<file path="src/rtl/axil_rb_pkg.sv">
package axil_rb_pkg;

    // Response codes on the read data and write response channels
    typedef enum logic [1:0] {
        RESP_OKAY   = 2'b00,
        RESP_SLVERR = 2'b10
    } resp_e;

    // Write side: which halves of a write have been captured
    typedef enum logic [1:0] {
        WS_IDLE,
        WS_GOT_ADDR,
        WS_GOT_DATA,
        WS_RESP
    } wr_state_e;

    // Read side: idle or presenting data
    typedef enum logic {
        RS_IDLE,
        RS_RESP
    } rd_state_e;

endpackage

</file>
<file path="src/rtl/axil_rb_regfile.sv">
module axil_rb_regfile #(
    parameter int DATA_W = 32,
    parameter int IDX_W  = 3
) (
    input  logic                               clk,
    input  logic                               rst_n,
    input  logic                               wr_en,
    input  logic [IDX_W-1:0]                   wr_idx,
    input  logic [DATA_W-1:0]                  wr_data,
    input  logic [DATA_W/8-1:0]                wr_strb,
    input  logic [IDX_W-1:0]                   rd_idx,
    output logic [DATA_W-1:0]                  rd_val,
    output logic [(DATA_W<<IDX_W)-1:0]         regs_flat
);

    localparam int NUM_REGS = 1 << IDX_W;
    localparam int BYTES    = DATA_W / 8;

    // One flop group per byte lane of every register
    for (genvar r = 0; r < NUM_REGS; r++) begin : g_reg
        for (genvar b = 0; b < BYTES; b++) begin : g_byte
            logic [7:0] byte_q;

            always_ff @(posedge clk) begin
                if (!rst_n) begin
                    byte_q <= '0;
                end else if (wr_en && (wr_idx == IDX_W'(r)) && wr_strb[b]) begin
                    byte_q <= wr_data[b*8 +: 8];
                end
            end

            assign regs_flat[r*DATA_W + b*8 +: 8] = byte_q;
        end
    end

    // Read selection sees the value before any write landing on this edge
    assign rd_val = regs_flat[rd_idx*DATA_W +: DATA_W];

endmodule

</file>
<file path="src/rtl/axil_rb_wr_fsm.sv">
module axil_rb_wr_fsm
    import axil_rb_pkg::*;
#(
    parameter int                    DATA_W   = 32,
    parameter int                    IDX_W    = 3,
    parameter logic [(1<<IDX_W)-1:0] ERR_MASK = '0
) (
    input  logic                 clk,
    input  logic                 rst_n,
    input  logic [IDX_W-1:0]     aw_idx,
    input  logic                 awvalid,
    output logic                 awready,
    input  logic [DATA_W-1:0]    wdata,
    input  logic [DATA_W/8-1:0]  wstrb,
    input  logic                 wvalid,
    output logic                 wready,
    output logic [1:0]           bresp,
    output logic                 bvalid,
    input  logic                 bready,
    output logic                 wr_en,
    output logic [IDX_W-1:0]     wr_idx,
    output logic [DATA_W-1:0]    wr_data,
    output logic [DATA_W/8-1:0]  wr_strb
);

    localparam int STRB_W = DATA_W / 8;

    wr_state_e            state_q, state_d;
    logic [IDX_W-1:0]     idx_q;
    logic [DATA_W-1:0]    data_q;
    logic [STRB_W-1:0]    strb_q;
    resp_e                bresp_q;
    logic                 aw_hs, w_hs, fire, sel_err;

    assign aw_hs = awvalid && awready;
    assign w_hs  = wvalid && wready;

    // Transitions
    always_comb begin
        state_d = state_q;
        fire    = 1'b0;
        unique case (state_q)
            WS_IDLE: begin
                if (aw_hs && w_hs) begin
                    state_d = WS_RESP;
                    fire    = 1'b1;
                end else if (aw_hs) begin
                    state_d = WS_GOT_ADDR;
                end else if (w_hs) begin
                    state_d = WS_GOT_DATA;
                end
            end
            WS_GOT_ADDR: begin
                if (w_hs) begin
                    state_d = WS_RESP;
                    fire    = 1'b1;
                end
            end
            WS_GOT_DATA: begin
                if (aw_hs) begin
                    state_d = WS_RESP;
                    fire    = 1'b1;
                end
            end
            WS_RESP: begin
                if (bready) state_d = WS_IDLE;
            end
            default: state_d = WS_IDLE;
        endcase
    end

    // State register
    always_ff @(posedge clk) begin
        if (!rst_n) state_q <= WS_IDLE;
        else        state_q <= state_d;
    end

    // Outputs from state
    always_comb begin
        awready = 1'b0;
        wready  = 1'b0;
        bvalid  = 1'b0;
        unique case (state_q)
            WS_IDLE:     begin awready = 1'b1; wready = 1'b1; end
            WS_GOT_ADDR: wready  = 1'b1;
            WS_GOT_DATA: awready = 1'b1;
            WS_RESP:     bvalid  = 1'b1;
            default:     ;
        endcase
    end

    // Pick the captured half or the live half
    assign wr_idx  = (state_q == WS_GOT_ADDR) ? idx_q  : aw_idx;
    assign wr_data = (state_q == WS_GOT_DATA) ? data_q : wdata;
    assign wr_strb = (state_q == WS_GOT_DATA) ? strb_q : wstrb;
    assign sel_err = ERR_MASK[wr_idx];
    assign wr_en   = fire && !sel_err;

    always_ff @(posedge clk) begin
        if (!rst_n) begin
            idx_q   <= '0;
            data_q  <= '0;
            strb_q  <= '0;
            bresp_q <= RESP_OKAY;
        end else begin
            if (aw_hs) idx_q <= aw_idx;
            if (w_hs) begin
                data_q <= wdata;
                strb_q <= wstrb;
            end
            if (fire) bresp_q <= sel_err ? RESP_SLVERR : RESP_OKAY;
        end
    end

    assign bresp = bresp_q;

endmodule

</file>
<file path="src/rtl/axil_rb_rd_fsm.sv">
module axil_rb_rd_fsm
    import axil_rb_pkg::*;
#(
    parameter int                    DATA_W   = 32,
    parameter int                    IDX_W    = 3,
    parameter logic [(1<<IDX_W)-1:0] ERR_MASK = '0
) (
    input  logic               clk,
    input  logic               rst_n,
    input  logic [IDX_W-1:0]   ar_idx,
    input  logic               arvalid,
    output logic               arready,
    output logic [DATA_W-1:0]  rdata,
    output logic [1:0]         rresp,
    output logic               rvalid,
    input  logic               rready,
    output logic [IDX_W-1:0]   rd_idx,
    input  logic [DATA_W-1:0]  rd_val
);

    rd_state_e          state_q, state_d;
    logic [DATA_W-1:0]  rdata_q;
    resp_e              rresp_q;
    logic               ar_hs;

    assign ar_hs  = arvalid && arready;
    assign rd_idx = ar_idx;

    // Transitions
    always_comb begin
        state_d = state_q;
        unique case (state_q)
            RS_IDLE: if (ar_hs)  state_d = RS_RESP;
            RS_RESP: if (rready) state_d = RS_IDLE;
            default: state_d = RS_IDLE;
        endcase
    end

    // State register
    always_ff @(posedge clk) begin
        if (!rst_n) state_q <= RS_IDLE;
        else        state_q <= state_d;
    end

    // Outputs from state
    always_comb begin
        arready = 1'b0;
        rvalid  = 1'b0;
        unique case (state_q)
            RS_IDLE: arready = 1'b1;
            RS_RESP: rvalid  = 1'b1;
            default: ;
        endcase
    end

    always_ff @(posedge clk) begin
        if (!rst_n) begin
            rdata_q <= '0;
            rresp_q <= RESP_OKAY;
        end else if (ar_hs) begin
            rdata_q <= ERR_MASK[ar_idx] ? '0 : rd_val;
            rresp_q <= ERR_MASK[ar_idx] ? RESP_SLVERR : RESP_OKAY;
        end
    end

    assign rdata = rdata_q;
    assign rresp = rresp_q;

endmodule

</file>
<file path="src/rtl/axil_regbank.sv">
module axil_regbank #(
    parameter int                    ADDR_W   = 32,
    parameter int                    DATA_W   = 32,
    parameter int                    IDX_W    = 3,
    parameter logic [(1<<IDX_W)-1:0] ERR_MASK = 8'hC0
) (
    input  logic                        clk,
    input  logic                        rst_n,
    input  logic [ADDR_W-1:0]           awaddr,
    input  logic                        awvalid,
    output logic                        awready,
    input  logic [DATA_W-1:0]           wdata,
    input  logic [DATA_W/8-1:0]         wstrb,
    input  logic                        wvalid,
    output logic                        wready,
    output logic [1:0]                  bresp,
    output logic                        bvalid,
    input  logic                        bready,
    input  logic [ADDR_W-1:0]           araddr,
    input  logic                        arvalid,
    output logic                        arready,
    output logic [DATA_W-1:0]           rdata,
    output logic [1:0]                  rresp,
    output logic                        rvalid,
    input  logic                        rready,
    output logic [(DATA_W<<IDX_W)-1:0]  regs_out
);

    localparam int LSB    = 2;
    localparam int MSB    = IDX_W + LSB - 1;
    localparam int STRB_W = DATA_W / 8;

    logic                 wr_en;
    logic [IDX_W-1:0]     wr_idx, rd_idx;
    logic [DATA_W-1:0]    wr_data, rd_val;
    logic [STRB_W-1:0]    wr_strb;

    axil_rb_wr_fsm #(.DATA_W(DATA_W), .IDX_W(IDX_W), .ERR_MASK(ERR_MASK)) wr_i (
        .clk     (clk),
        .rst_n   (rst_n),
        .aw_idx  (awaddr[MSB:LSB]),
        .awvalid (awvalid),
        .awready (awready),
        .wdata   (wdata),
        .wstrb   (wstrb),
        .wvalid  (wvalid),
        .wready  (wready),
        .bresp   (bresp),
        .bvalid  (bvalid),
        .bready  (bready),
        .wr_en   (wr_en),
        .wr_idx  (wr_idx),
        .wr_data (wr_data),
        .wr_strb (wr_strb)
    );

    axil_rb_rd_fsm #(.DATA_W(DATA_W), .IDX_W(IDX_W), .ERR_MASK(ERR_MASK)) rd_i (
        .clk     (clk),
        .rst_n   (rst_n),
        .ar_idx  (araddr[MSB:LSB]),
        .arvalid (arvalid),
        .arready (arready),
        .rdata   (rdata),
        .rresp   (rresp),
        .rvalid  (rvalid),
        .rready  (rready),
        .rd_idx  (rd_idx),
        .rd_val  (rd_val)
    );

    axil_rb_regfile #(.DATA_W(DATA_W), .IDX_W(IDX_W)) rf_i (
        .clk       (clk),
        .rst_n     (rst_n),
        .wr_en     (wr_en),
        .wr_idx    (wr_idx),
        .wr_data   (wr_data),
        .wr_strb   (wr_strb),
        .rd_idx    (rd_idx),
        .rd_val    (rd_val),
        .regs_flat (regs_out)
    );

endmodule

</file>
<file path="config.mk">
export PLATFORM = sky130hd
export DESIGN_NAME = axil_regbank
export DESIGN_NICKNAME = d
export VERILOG_FILES = /design/src/rtl/axil_rb_pkg.sv /design/src/rtl/axil_rb_regfile.sv /design/src/rtl/axil_rb_wr_fsm.sv /design/src/rtl/axil_rb_rd_fsm.sv /design/src/rtl/axil_regbank.sv
export SDC_FILE = /design/constraint.sdc
export NUM_CORES = 1
export LEC_CHECK = 0
export BUFFER_PORTS_ARGS = -buffer_cell sky130_fd_sc_hd__buf_2
export CAP_MARGIN = 15
export CORE_MARGIN = 2
export CORE_UTILIZATION = 58
export CTS_BUF_LIST = sky130_fd_sc_hd__clkbuf_4 sky130_fd_sc_hd__clkbuf_8
export CTS_CLUSTER_DIAMETER = 150
export CTS_CLUSTER_SIZE = 16
export DETAILED_ROUTE_END_ITERATION = 8
export PLACE_DENSITY = 0.95
export SLEW_MARGIN = 20
export SYNTH_ARGS = -nofsm -noshare
export SYNTH_HDL_FRONTEND = slang
export SYNTH_SLANG_ARGS = --single-unit
</file>
<file path="constraint.sdc">
create_clock -name clk -period 4.9 [get_ports clk]
set_input_delay 0.735 -clock clk [delete_from_list [all_inputs] [get_ports clk]]
set_output_delay 0.735 -clock clk [all_outputs]
set_load 0.01 [all_outputs]
</file>
# Yosys cells after proc, flatten, opt, wreduce, memory -nomap -nowiden

Memory sizes are Yosys's and may differ from the RTL's.
Index checks and enable logic that the tools add are counted.

Register bits after elaboration: 334
Latch bits: 0
Memory bits (writable): 0
ROM bits: 16
Output and inout port bits: 297
Word-level logic and storage cells: 138
Memories: 2

Memories:

| memory          | words | width | rd ports | clocked after memory_dff | wr ports | RTL line             | text |
|---|---|---|---|---|---|---|---|
| (no name shown) | 8     | 1     | 1        | 0                        | 0        | axil_rb_rd_fsm.sv:61 | `rdata_q <= ERR_MASK[ar_idx] ? '0 : rd_val;` |
| (no name shown) | 8     | 1     | 1        | 0                        | 0        | axil_rb_wr_fsm.sv:96 | `assign sel_err = ERR_MASK[wr_idx];` |

Add/subtract/negate cells: 0
Multiply operators: 0
Divide/modulo/power cells: 0
$lt $le $gt $ge: 2
Eq/ne operators: 14
Shifts and indexed selects: 1
Mux-type cells: 27
Bitwise operators: 1
Reductions and logical operators: 51

Operators with widths:

| cell                                                       | count |
|---|---|
| variable part select 256 x 9 -> 32 bit                     | 1 |
| two-way mux 32 bit                                         | 2 |
| logical AND 1 bit                                          | 45 |
| two-way mux 2 bit                                          | 8 |
| == test 3 bit, second input constant                       | 4 |
| two-way mux 1 bit                                          | 12 |
| less-than comparator 3 x 4 -> 1 bit, second input constant | 2 |
| case mux 2 bit (4 select lines)                            | 1 |
| == test 3 x 2 -> 1 bit, second input constant              | 2 |
| == test 2 bit, second input constant                       | 2 |
| two-way mux 4 bit                                          | 1 |
| != test 2 x 1 -> 1 bit, second input constant              | 2 |
| != test 4 x 1 -> 1 bit, second input constant              | 1 |
| AND reduction 4 bit                                        | 1 |
| OR reduction 2 bit                                         | 2 |
| == test 3 x 1 -> 1 bit, second input constant              | 1 |
| zero test 3 bit                                            | 1 |
| two-way mux 3 bit                                          | 1 |
| case mux 1 bit (3 select lines)                            | 1 |
| == test 2 x 1 -> 1 bit, second input constant              | 1 |
| zero test 2 bit                                            | 1 |
| != test 2 bit, second input constant                       | 1 |
| case mux 1 bit (2 select lines)                            | 1 |
| zero test 1 bit                                            | 1 |
| inverter 1 bit                                             | 1 |

# Longest topological paths before layout

Gate-level depths: netlist (run 1).

Depth after elaboration: 10
Gate-level depth with buffers: 10
Depth with buffers taken out: 6

# By module

From an unflattened synthesis (run 1), not the netlist that was laid out.

Cell total of the unflattened synthesis: 1341
Area, all modules: 14490.1 µm²

By module, submodules not included:

| module          | times used | cells each | area an instance (µm²) |
|---|---|---|---|
| axil_rb_regfile | 1          | 1004       | 11105.7 |
| axil_rb_wr_fsm  | 1          | 248        | 2259.7 |
| axil_rb_rd_fsm  | 1          | 89         | 1124.8 |

# Worst setup path after synthesis (run 1)

Ideal clock, no wire load.

Kind: in2reg
From: in araddr[4]
To: reg rd_i.rdata_q[29] (netlist: rd_i.rdata[29])
Library setup time: 0.116 ns
Arrival: 2.109 ns
Data required time: 4.784 ns
Path slack: 2.675 ns
Stages: 5
Path buffers: 2
Path through: clkbuf_1 > clkbuf_1 > mux4_2 > a21oi_1 > nor2_1

Word-level cells in the longest chain between the ends: 3
Elaborated cells between the ends (all ways): 4

Ends and longest elaborated chain:

| element                                                                        | RTL line             | text |
|---|---|---|
| start, declared                                                                | axil_regbank.sv:19   | `input logic [ADDR_W-1:0] araddr,` |
| branches (longest 2 deep; another with variable part select 256 x 9 -> 32 bit) | --                   |  |
| two-way mux 32 bit (*)                                                         | axil_rb_rd_fsm.sv:61 |  |
| end signal, assigned                                                           | axil_rb_rd_fsm.sv:61 |  |
| end, declared                                                                  | axil_rb_rd_fsm.sv:22 | `logic [DATA_W-1:0] rdata_q;` |

Every way passes the cells marked *. The select of a mux whose other input is x is not followed.
A chain may end at the register's enable or synchronous reset.

# Worst setup path in the final report (run 1)

From: reg wr_i.state_q[1]
To: reg rf_i.g_reg[0].g_byte[3].byte_q[1]

Word-level cells in the longest chain between the ends: 10
Elaborated cells between the ends (all ways): 24

Ends and longest elaborated chain:

| element                                     | RTL line                                   | text |
|---|---|---|
| start, declared                             | axil_rb_wr_fsm.sv:28                       | `wr_state_e state_q, state_d;` |
| start signal, assigned                      | axil_rb_wr_fsm.sv:75                       | `else state_q <= state_d;` |
| == test 2 bit, or another cell as far along | --                                         |  |
| OR reduction 2 bit (no line)                | --                                         |  |
| two-way mux 1 bit                           | axil_rb_wr_fsm.sv:83                       | `unique case (state_q)` |
| logical AND 1 bit (on tied branches)        | axil_rb_wr_fsm.sv:35, axil_rb_wr_fsm.sv:36 |  |
| logical AND 1 bit                           | axil_rb_wr_fsm.sv:44                       | `if (aw_hs && w_hs) begin` |
| two-way mux 1 bit                           | axil_rb_wr_fsm.sv:44                       |  |
| case mux 1 bit (3 select lines)             | axil_rb_wr_fsm.sv:42                       | `unique case (state_q)` |
| logical AND 1 bit                           | axil_rb_wr_fsm.sv:97                       | `assign wr_en = fire && !sel_err;` |
| logical AND 1 bit (2 in a row)              | axil_rb_regfile.sv:27                      | `end else if (wr_en && (wr_idx == IDX_W'(r)) && wr_strb[b]) begin` |
| end signal, assigned                        | axil_rb_regfile.sv:28                      | `byte_q <= wr_data[b*8 +: 8];` |
| end, declared                               | axil_rb_regfile.sv:22                      | `logic [7:0] byte_q;` |

Several ways; a longest one is shown, not always the timed one. The select of a mux whose other input is x is not followed.

==> results of run 1 <==
[worst max-delay path by stage]
stage	start	endpoint	slack [ns]	cells past startpoint
2_1_floorplan	araddr[4]	rd_i.rdata[29]$_SDFFE_PN0P_	2.68	5
3_3_place_gp	wr_i.state_q[1]$_SDFFE_PN0P_	rf_i.g_reg[4].g_byte[0].byte_q[7]$_SDFFE_PN0P_	1.78	6
3_5_place_dp	wr_i.state_q[1]$_SDFFE_PN0P_	rf_i.g_reg[4].g_byte[0].byte_q[1]$_SDFFE_PN0P_	1.62	6
4_1_cts	wr_i.state_q[1]$_SDFFE_PN0P_	rf_i.g_reg[4].g_byte[0].byte_q[1]$_SDFFE_PN0P_	1.54	6
5_1_grt	wr_i.state_q[1]$_SDFFE_PN0P_	rf_i.g_reg[0].g_byte[0].byte_q[5]$_SDFFE_PN0P_	1.57	6
6_report	wr_i.state_q[1]$_SDFFE_PN0P_	rf_i.g_reg[0].g_byte[3].byte_q[1]$_SDFFE_PN0P_	1.77	6
[per-stage QoR]
stage	hold WS, ns	power [uW]
2_1_floorplan	0.4329	3987
3_3_place_gp	0.4364	4283
6_report	0.3522	5655
3_5_place_dp	0.4381	4341
5_1_grt	0.3332	5881
4_1_cts	0.3086	5660
[state kept, by name, indices dropped and copies added, names as in the netlist]
signal                count
rd_i.rdata               32
rd_i.rresp                1
rf_i.g.g_byte.byte_q    256
wr_i.idx_q                3
wr_i.strb_q               4
wr_i.data_q              32
wr_i.bresp                1
rd_i.state_q              1
wr_i.state_q              2
[area by class of cell]
cell class | count | area share
Antenna cell | 5 | 0.0007944
Clock buffer | 25 | 0.02185
Clock inverter | 1 | 0.001907
Inverter | 9 | 0.002145
Multi-Input combinational cell | 902 | 0.4131
Sequential cell | 332 | 0.4220
Tap cell | 313 | 0.02486
Timing Repair Buffer | 349 | 0.1134
[synth_stat cells]
cell type / n / area (sq um)
a211oi_1: 1 / 7.510
a21oi_1: 72 / 360.4
a21oi_2: 1 / 8.760
a31o_1: 1 / 8.760
a31oi_2: 1 / 12.51
and2_1: 65 / 406.6
buf_2: 10 / 50.05
buf_4: 4 / 30.03
buf_6: 3 / 33.78
clkbuf_1: 65 / 244.0
clkbuf_2: 1 / 5.000
clkinv_1: 1 / 3.750
conb_1: 1 / 3.750
dfxtp_1: 332 / 6646
ha_1: 4 / 50.05
inv_1: 8 / 30.03
mux2_2: 39 / 439.2
mux2i_1: 232 / 2322
mux2i_4: 1 / 22.52
mux4_2: 32 / 720.7
nand2_1: 301 / 1130
nand2_2: 1 / 6.260
nand2b_1: 5 / 31.28
nand3_1: 3 / 15.01
nand3b_1: 2 / 15.01
nand4_2: 16 / 200.2
nor2_1: 37 / 138.9
nor2b_1: 1 / 6.260
nor3_1: 3 / 15.01
nor4_4: 8 / 170.2
o21a_1: 1 / 7.510
o21ai_0: 66 / 330.3
o21ai_2: 2 / 17.52
o22ai_1: 2 / 12.51
or2_2: 2 / 12.51
or3_1: 1 / 6.260
[per-layer routing]
metal | up-vias | share of wire | routed length, um
met2 | 513 | 0.50 | 18890
li1 | 5110 | - | -
met1 | 5386 | 0.40 | 15070
met5 | - | 0.00058 | 22
met4 | 4 | 0.035 | 1349
met3 | 100 | 0.072 | 2754
[logic make-up (layout without fill, tap and decap cells)]
family,after synthesis,after routing
DFF,332,332
muxes,304,304
and+or+nand+nor,445,445
AOI/OAI and AO/OA,147,147
other,1,7
buffers and inverters,92,384
adders and majority gates,4,4
[cells in the final DEF, fill, tap and decap left out, types with 16 or more instances in the layout]
master	count
dfxtp_1	332
mux2i_1	232
nand2_1	300
a21oi_1	72
mux4_2	32
buf_2	341
clkbuf_8	26
nor2_1	37
mux2_2	39
nand4_2	16
and2_1	64
o21ai_0	66
[report_power, final]
part | switching, uW | internal, uW | total, uW
logic | 882 | 479 | 1360
registers | 95.3 | 2840 | 2940
clock network | 844 | 511 | 1360
total | 1820 | 3830 | 5650
==> metrics.md, run 1 <==
| Metric | Value |
|---|---|
| GRT busiest layer | `met2` |
| Final WS setup | `1.767 ns` |
| Placement Cell Area | `15350 sq um` |
| Via/cell ratio | `5.740` |
| Worst hold path class | `in2reg` |
| Synth Area in Compound Gates | `0.05664` |
| Adder-Cell Fraction of Synth Area | `0.003702` |
| Final Net Count | `1729` |
| WS Path Type | `reg2reg` |
| Slew Limit Fails | `0` |
| RSZ-0062 raised after global routing | `no` |
| Ports | `404` |
| 1st-pass router iterations | `6` |
| Post-Synth Simple-Gate Area | `0.1593` |
| Via count | `11110` |
| WHS Endpoint | `rd_i.state_q$_SDFF_PN0_` |
| PwrDens | `359.0 nW/um^2` |
| Final TNS setup | `0 ns` |
| Critical path buffers and inverters | `1` |
| Iter 0 DRT Violations | `933` |
| Grt ovf | `0` |
| Sequential area share after synthesis | `0.4916` |
| Syn Area/Cell | `10.20 sq um` |
| Row Count | `55` |
| Global Route Usage Sum | `0.2955` |
| Worst-path clk slew | `0.12 ns` |
| CP required | `5.39 ns` |
| CP cell instances | `inv_1 -> ha_1 -> nand2_2 -> a31o_1 -> nor4_4 -> mux2i_1` |
| HP Start | `rready` |
| Final Non-Filler Cells | `1936` |
| Layout area overhead | `16.49%` |
| Die height | `156.7 um` |
| # DRC | `0` |
| Worst Setup Start Kind | `register` |
| Final count of negative-setup-slack endpoints | `0` |
| Status | `complete, no violations` |
| FF-to-FF Start | `wr_i.state_q[1]$_SDFFE_PN0P_` |
| Largest family of logic cells by synthesized area | `multiplexers` |
| Die X | `156.7 um` |
| Critical Path Sink Type | `register` |
| Largest net degree at the start of global routing | `161` |
| Initial Utilization | `0.5936` |
| Sequential cell area | `6646 sq um` |
| Multiplexer area fraction after synthesis | `0.2592` |
| Largest stage delay, worst path | `1.00 ns` |
| CTS root buf | `clkbuf_8` |
| Initial antenna violation count | `7` |
| Final Hold Fails | `0` |
| Reg2Reg Setup Slack | `1.77 ns` |
| R2r worst-path depth | `6` |
| CP Max Fanout | `14` |
| Crit path DAT | `3.62 ns` |
| Worst slack, placed | `1.621 ns` |
| Multi-input gate area | `6506 sq um` |
| Reg-to-Reg End | `rf_i.g_reg[0].g_byte[3].byte_q[1]$_SDFFE_PN0P_` |
| FF+latch count, synth | `332` |
| Mapped Area | `13520 sq um` |
| Hold path depth | `2` |
| # clock sinks | `332` |
| CTS tree | `done` |
| Avg WL per Cell | `19.67 um` |
| Longest Clk Path Bufs | `3` |
| Post-Place Cells | `1905` |
| Final Util | `0.6915` |
| Proportion of layout cells with a drive suffix above 1 | `0.2991` |
| Detailed Place HPWL | `24970 um` |
| Max VDD drop | `0.0002401 V` |
| GPL Wtd Cong | `0.7977` |
| Post-CTS Hold Fix Bufs | `0` |
| Die footprint | `24550 sq um` |
| Worst-Margin Slew | `1.196 ns` |
| Vias in the first global route | `10750` |
| Ys Warns | `0` |
| First-pass GRT wire length | `57460 um` |
| Leak Pwr | `0.007665 uW` |
| Rel. slew slack | `0.2024` |
| IO buf count | `343` |
| GR Layer Usage met3 | `0.05123` |
| Met2 Use GR | `0.5053` |
| Finished Cell Area | `15750 sq um` |
| Drt total wl | `38080 um` |
| Max_cap viols | `0` |
| FILL cells | `1628` |
| Clock Skews | `0.02317 ns` |
| Met1 usage | `0.3673` |
| # resized after CTS | `0` |
| Crit path max-delay family | `simple AND/OR/NAND/NOR gates` |
| Fin crit period | `3.133 ns` |
| Latest clock arrival within the worst-skew pair | `0.58 ns` |
| Max Clk Rate | `319.1 MHz` |
| Core Footprint | `22780 sq um` |
| CP max stage cell | `nor4_4` |
| Post-CTS Setup Inserts | `0` |
| H-Tree Depth | `1` |
| Tcrit/Tclk final | `0.6395` |
| Post-Syn Instances | `1325` |
| Total CTS buffers | `24` |
| Distinct cells, synth | `36` |
| Xor/xnor share of the synthesized area | `0` |
| Number of routed nets with antenna violations | `0` |
(Power assumes the default switching activity.)
==> run 2: changes to the inputs <==
- ABC_AREA: unset -> 1
- CORE_UTILIZATION: 58 -> 49
- PLACE_DENSITY: 0.95 -> 0.88
- clock period: 4.9 -> 2.6 ns (I/O delays scaled with it)
==> run 2 against run 1 <==
Clock power up 90%. Final cell count up 49%. Critical path type unchanged. Power up 120%. Non-clock buffer count up 52. Via count up 39%. Worst hold slack worse by 0.27 ns. Design area up 12%. Worst setup slack worse by 1.4 ns. Highest routed layer is now met4. Global-route usage down 1.6 points. Register-to-register slack worse by 1.4 ns. Sequential share of layout area down 4.6 points. Sequential power up 95%.
==> metrics.md, run 2 <==
| Metric | Value |
|---|---|
| Status | `complete, no violations` |
| Post-CTS Hold Fix Bufs | `0` |
| Post-Place Cells | `2859` |
| Worst slack, placed | `0.4340 ns` |
| Reg2Reg Setup Slack | `0.38 ns` |
| Initial antenna violation count | `7` |
| Most common cell after layout, fill and taps aside | `nand2_1` |
| Largest stage delay, worst path | `0.80 ns` |
| CP max stage cell | `o21ai_0` |
| Hold path depth | `3` |
| CP cell instances | `inv_1 -> ha_2 -> buf_4 -> o21ai_0 -> nand3_1 -> nand2_1 -> nor2_1` |
| Row Count | `64` |
| Die height | `179.6 um` |
| Grt ovf | `0` |
| FILL cells | `2759` |
| H-Tree Depth | `1` |
| Final Hold Fails | `0` |
| Layout area overhead | `16.97%` |
| Worst-Margin Slew | `1.025 ns` |
| Number of synthesized flops with an enable pin | `0` |
| CP required | `3.08 ns` |
| Initial Utilization | `0.4950` |
| Via/cell ratio | `5.326` |
| Drt total wl | `47010 um` |
| Max Clk Rate | `450.2 MHz` |
| WS Path Type | `reg2reg` |
| Proportion of layout cells with a drive suffix above 1 | `0.1880` |
| Largest net degree at the start of global routing | `78` |
| Longest Clk Path Bufs | `3` |
| Top post-synthesis cells by area | `dfxtp_1, nand2_1, o21ai_0` |
| R2r worst-path depth | `7` |
| Post-Syn Instances | `2215` |
| Total CTS buffers | `24` |
| Via count | `15410` |
| Synth Flop Type | `dfxtp_1` |
| Mapped Area | `15100 sq um` |
| GPL Wtd Cong | `0.8907` |
| Fin crit period | `2.221 ns` |
| Worst hold path class | `in2reg` |
| Detailed Place HPWL | `32610 um` |
| Ys Warns | `0` |
| Share of the synthesized area in the top cell type | `0.4401` |
| Die X | `179.6 um` |
| CP Max Fanout | `16` |
| Critical path buffers and inverters | `2` |
| Crit path max-delay family | `compound AO/OA/AOI/OAI gates` |
| Die footprint | `32240 sq um` |
| Final Net Count | `2600` |
| Core Footprint | `30510 sq um` |
| Final WS setup | `0.3789 ns` |
| First-pass GRT wire length | `74000 um` |
| Final count of negative-setup-slack endpoints | `0` |
| # clock sinks | `332` |
| Max_cap viols | `0` |
| CTS tree | `done` |
| Crit path depth | `7` |
| CTS root buf | `clkbuf_8` |
| Iter 0 DRT Violations | `1680` |
| Ports | `404` |
| Vias in the first global route | `14120` |
| Global Route Usage Sum | `0.2795` |
| # resized after CTS | `0` |
| Syn Area/Cell | `6.819 sq um` |
| FF+latch count, synth | `332` |
| Top reg by flops | `rf_i.g.g_byte.byte_q` |
| Commonest cells in the netlist | `nand2_1, dfxtp_1, inv_1` |
| Most frequent cell after synthesis | `nand2_1` |
| Ys async rst share | `0` |
| Most frequent cells in the layout | `nand2_1, buf_2, dfxtp_1` |
| Slew Limit Fails | `0` |
| Latest clock arrival within the worst-skew pair | `0.59 ns` |
| 1st-pass router iterations | `6` |
| Tcrit/Tclk final | `0.8543` |
| RSZ-0062 raised after global routing | `no` |
| IO buf count | `343` |
| Post-CTS Setup Inserts | `0` |
| Leak Pwr | `0.008955 uW` |
| Avg WL per Cell | `16.24 um` |
| Critical Path Sink Type | `register` |
| Clock Skews | `0.02568 ns` |
| # DRC | `0` |
| Final TNS setup | `0 ns` |
| Sequential area share after synthesis | `0.4401` |
| Worst-path clk slew | `0.10 ns` |
| Max VDD drop | `0.0005668 V` |
| Worst Setup Start Kind | `register` |
| PwrDens | `708.0 nW/um^2` |
| Final Non-Filler Cells | `2894` |
| Number of routed nets with antenna violations | `0` |
| Rel. slew slack | `0.3094` |
| Crit path DAT | `2.70 ns` |
| Max FFs per register | `256` |
| Distinct cells, synth | `29` |
| Area leader, netlist | `dfxtp_1` |
==> run 2: cell types whose count changed in the layout (fill, tap and decap cells not counted), moves of 35 or more <==
cell,previous run,this run
a21oi_1,72,159
and2_1,64,0
buf_4,6,41
inv_1,8,297
mux2_2,39,0
mux2i_1,232,8
nand2_1,300,477
nand3_1,3,197
nor2_1,37,284
o21ai_0,66,227
==> run 2: final cells by class <==
cell class | count | area, sq um | share of cell area
flip-flops and latches | 332 | 6646 | 0.3762
multi-input cells | 1428 | 6616 | 0.3745
repair buffers | 401 | 2375 | 0.1344
inverters | 302 | 1136 | 0.06431
well taps | 396 | 495.5 | 0.02805
clock buffers | 25 | 344.1 | 0.01948
clock inverters | 1 | 30.03 | 0.001700
diodes | 9 | 22.52 | 0.001275
==> run 2: cells by family (layout without fill, tap and decap cells) <==
kind of cell	Yosys count	in the layout	share of synthesized area
and+or+nand+nor	992	992	0.2805
buffers and inverters	456	729	0.1243
DFF	332	332	0.4401
other	1	11	0.0002483
muxes	8	8	0.005302
adders and majority gates	4	4	0.003314
AOI/OAI and AO/OA	422	422	0.1463
==> run 2: worst paths after layout <==
path | from | to
setup / recovery | wr_i.state_q[0]$_SDFFE_PN0P_ | rf_i.g_reg[1].g_byte[2].byte_q[3]$_SDFFE_PN0P_
hold reg to reg | rf_i.g_reg[6].g_byte[1].byte_q[3]$_SDFFE_PN0P_ | rf_i.g_reg[6].g_byte[1].byte_q[3]$_SDFFE_PN0P_
setup reg to reg | wr_i.state_q[0]$_SDFFE_PN0P_ | rf_i.g_reg[1].g_byte[2].byte_q[3]$_SDFFE_PN0P_
hold / removal | wdata[31] | wr_i.data_q[31]$_SDFFE_PN0P_
==> run 2: report_power, final <==
group	total (uW)	internal [uW]	switching [uW]
registers	5740	5510	232
logic	4170	1280	2900
clock network	2590	963	1630
total	12500	7750	4760
==> run 2: stage by stage <==
step	hold WS (ns)	total power, uW	utilization	area, sq um
2_1_floorplan	0.4292	8569	-	15110
3_3_place_gp	0.4103	9822	0.5660	17270
3_5_place_dp	0.4131	9972	0.5660	17270
4_1_cts	0.05081	12520	0.5783	17640
5_1_grt	0.06730	13210	0.5789	17660
6_report	0.07938	12510	0.5790	17670
==> run 2: layer usage <==
layer	vias to the layer above	part of all wire	track usage
met2	828	0.45	0.4535
met4	0	0.053	0.1444
met3	151	0.10	0.06098
met1	6968	0.39	0.3498
met5	-	0	0
li1	7467	-	-
==> run 2: worst register-to-register path: stages (launching register included) <==
cell     delay [ns]
dfxtp_1        0.38
inv_1          0.09
ha_2           0.31
buf_4          0.24
o21ai_0        0.81
nand3_1        0.17
nand2_1        0.09
nor2_1         0.04
==> run 3: changes to the inputs <==
- RECOVER_POWER: unset -> 100
==> run 3 against run 2 <==
The run now ends with max-capacitance violations, max-slew violations left. Register-to-register slack got worse by 0.09 ns. Power shrank 0.85%. Die area stayed put. Global-route usage unchanged. Flip-flop and latch count is the same. Critical path depth is 5 higher. Critical path type unchanged. Critical endpoint is now rf_i.g_reg[4].g_byte[1].byte_q[4]$_SDFFE_PN0P_.
==> metrics.md, run 3 (synthesis results as in run 2) <==
| Metric | Value |
|---|---|
| Status | `complete, but fails checks` |
| Failing checks | `max-capacitance violations, max-slew violations` |
| Row Count | `64` |
| Worst-Margin Slew | `2.051 ns` |
| Most common cell after layout, fill and taps aside | `nand2_1` |
| Layout area overhead | `14.18%` |
| Placement Cell Area | `17270 sq um` |
| Die X | `179.6 um` |
| Critical path buffers and inverters | `3` |
| Post-CTS Hold Fix Bufs | `0` |
| IO buf count | `343` |
| Crit path DAT | `2.78 ns` |
| CP required | `3.08 ns` |
| Leak Pwr | `0.007650 uW` |
| Comb power frac | `0.327` |
| Number of routed nets with antenna violations | `0` |
| Via/cell ratio | `5.289` |
| Internal | `7638 uW` |
| RSZ-0062 raised after global routing | `no` |
| Grt ovf | `0` |
| Total CTS buffers | `24` |
| Global Route Usage Sum | `0.2795` |
| Vias in the first global route | `14120` |
| H-Tree Depth | `1` |
| Slew Limit Fails | `54` |
| Most frequent cells in the layout | `nand2_1, dfxtp_1, clkbuf_1` |
| CTS root buf | `clkbuf_8` |
| CP cell instances | `inv_1 -> ha_2 -> inv_4 -> nand2_4 -> nand2_4 -> nand2_1 -> nand2_2 -> nor2_1 -> buf_4 -> nand3_1 -> nand2_1 -> nor2_1` |
| Final Net Count | `2600` |
| Crit path max-delay family | `simple AND/OR/NAND/NOR gates` |
| First-pass GRT wire length | `74000 um` |
| Sequential power share | `0.464` |
| Critical Path Sink Type | `register` |
| Avg WL per Cell | `16.27 um` |
| PwrDens | `719.1 nW/um^2` |
| Max FFs per register | `256` |
| Detailed Place HPWL | `32610 um` |
| Core Footprint | `30510 sq um` |
| Sw Share | `0.3841` |
| Tcrit/Tclk final | `0.8876` |
| # DRC | `0` |
| Latest clock arrival within the worst-skew pair | `0.59 ns` |
| Largest net degree at the start of global routing | `78` |
| Initial Utilization | `0.4950` |
| GPL Wtd Cong | `0.8907` |
| CTS tree | `done` |
| Die footprint | `32240 sq um` |
| Worst-path clk slew | `0.11 ns` |
| Share of power burned in the clock network | `0.209` |
| Clock Skews | `0.02450 ns` |
| Die height | `179.6 um` |
| Sw Pwr | `4763 uW` |
| Max Clk Rate | `433.3 MHz` |
| Final Hold Fails | `0` |
| # resized after CTS | `0` |
| Iter 0 DRT Violations | `1620` |
| # clock sinks | `332` |
| WS Path Type | `reg2reg` |
| Fin crit period | `2.308 ns` |
| Final Util | `0.5652` |
| Worst Setup Start Kind | `register` |
| CP max stage cell | `ha_2` |
| CP Max Fanout | `16` |
| Proportion of layout cells with a drive suffix above 1 | `0.06468` |
| Max VDD drop | `0.0005990 V` |
| Via count | `15300` |
| Final count of negative-setup-slack endpoints | `0` |
| Longest Clk Path Bufs | `3` |
| 1st-pass router iterations | `6` |
| Largest stage delay, worst path | `0.42 ns` |
| Post-CTS Setup Inserts | `0` |
| Final TNS setup | `0 ns` |
| Reg2Reg Setup Slack | `0.29 ns` |
| Initial antenna violation count | `7` |
| Finished Cell Area | `17250 sq um` |
| Max_cap viols | `1` |
| Worst hold path class | `in2reg` |
| Drt total wl | `47040 um` |
| Top reg by flops | `rf_i.g.g_byte.byte_q` |
| Ports | `404` |
| Rel. slew slack | `-0.3673` |
==> run 3: cell count changes in the layout (fill, tap and decap cells not counted), moves of 2 or more <==
| cell | change |
|---|---|
| buf_2 | -295 |
| inv_2 | -2 |
| buf_4 | -9 |
| clkbuf_1 | +302 |
| nand2_1 | +2 |
| diode_2 | -2 |
==> run 3: final timing paths <==
| check | start | to | cells past startpoint |
|---|---|---|---|
| setup reg to reg | wr_i.state_q[0]$_SDFFE_PN0P_ | rf_i.g_reg[4].g_byte[1].byte_q[4]$_SDFFE_PN0P_ | 12 |
| hold reg to reg | rf_i.g_reg[6].g_byte[1].byte_q[3]$_SDFFE_PN0P_ | rf_i.g_reg[6].g_byte[1].byte_q[3]$_SDFFE_PN0P_ | 2 |
| setup / recovery | wr_i.state_q[0]$_SDFFE_PN0P_ | rf_i.g_reg[4].g_byte[1].byte_q[4]$_SDFFE_PN0P_ | 12 |
| hold / removal | wdata[31] | wr_i.data_q[31]$_SDFFE_PN0P_ | 3 |
==> run 3: per-stage QoR <==
step                      hold WS (ns)  std cells  worst slack (ns)  total power [uW]
final                          0.07366       2892            0.2924             12400
after global routing           0.06730       2892            0.1057             13100
after CTS                      0.05081       2885            0.3822             12520
after detailed placement        0.4131       2859            0.4340              9972
after global placement          0.4103       2859            0.4985              9822
after floorplan                 0.4292       2216            0.7978              8569
==> run 3: area by class of cell <==
class,count,area (sq um)
timing repair buffer,401,1977
tap,396,495.5
fill,2937,13260
clock buffer,25,344.1
clock inverter,1,30.03
antenna,7,17.52
sequential,332,6646
multi-input combinational,1428,6599
inverter,302,1136
==> run 3: routing by layer <==
metal | GRT usage | vias to the layer above | part of all wire
met2 | 0.4535 | 797 | 0.45
met3 | 0.06098 | 142 | 0.10
met5 | 0 | - | 0
li1 | - | 7462 | -
met1 | 0.3498 | 6894 | 0.40
met4 | 0.1444 | 0 | 0.051
==> run 3: power groups by stage <==
stage               combinational [uW]  clock (uW)  sequential, uW
CTS                               4130        2650            5740
floorplan                         2650           0            5920
detailed placement                4120           0            5860
global placement                  3990           0            5830
global route                      4490        2810            5800
finish                            4060        2590            5750
==> run 3: worst reg2reg max path: cells and delay by family, from the launching register on <==
kind / cells / cell delay, ns
fa+ha+maj: 1 / 0.42
buf+inv: 3 / 0.51
flops: 1 / 0.34
simple gates: 8 / 0.96
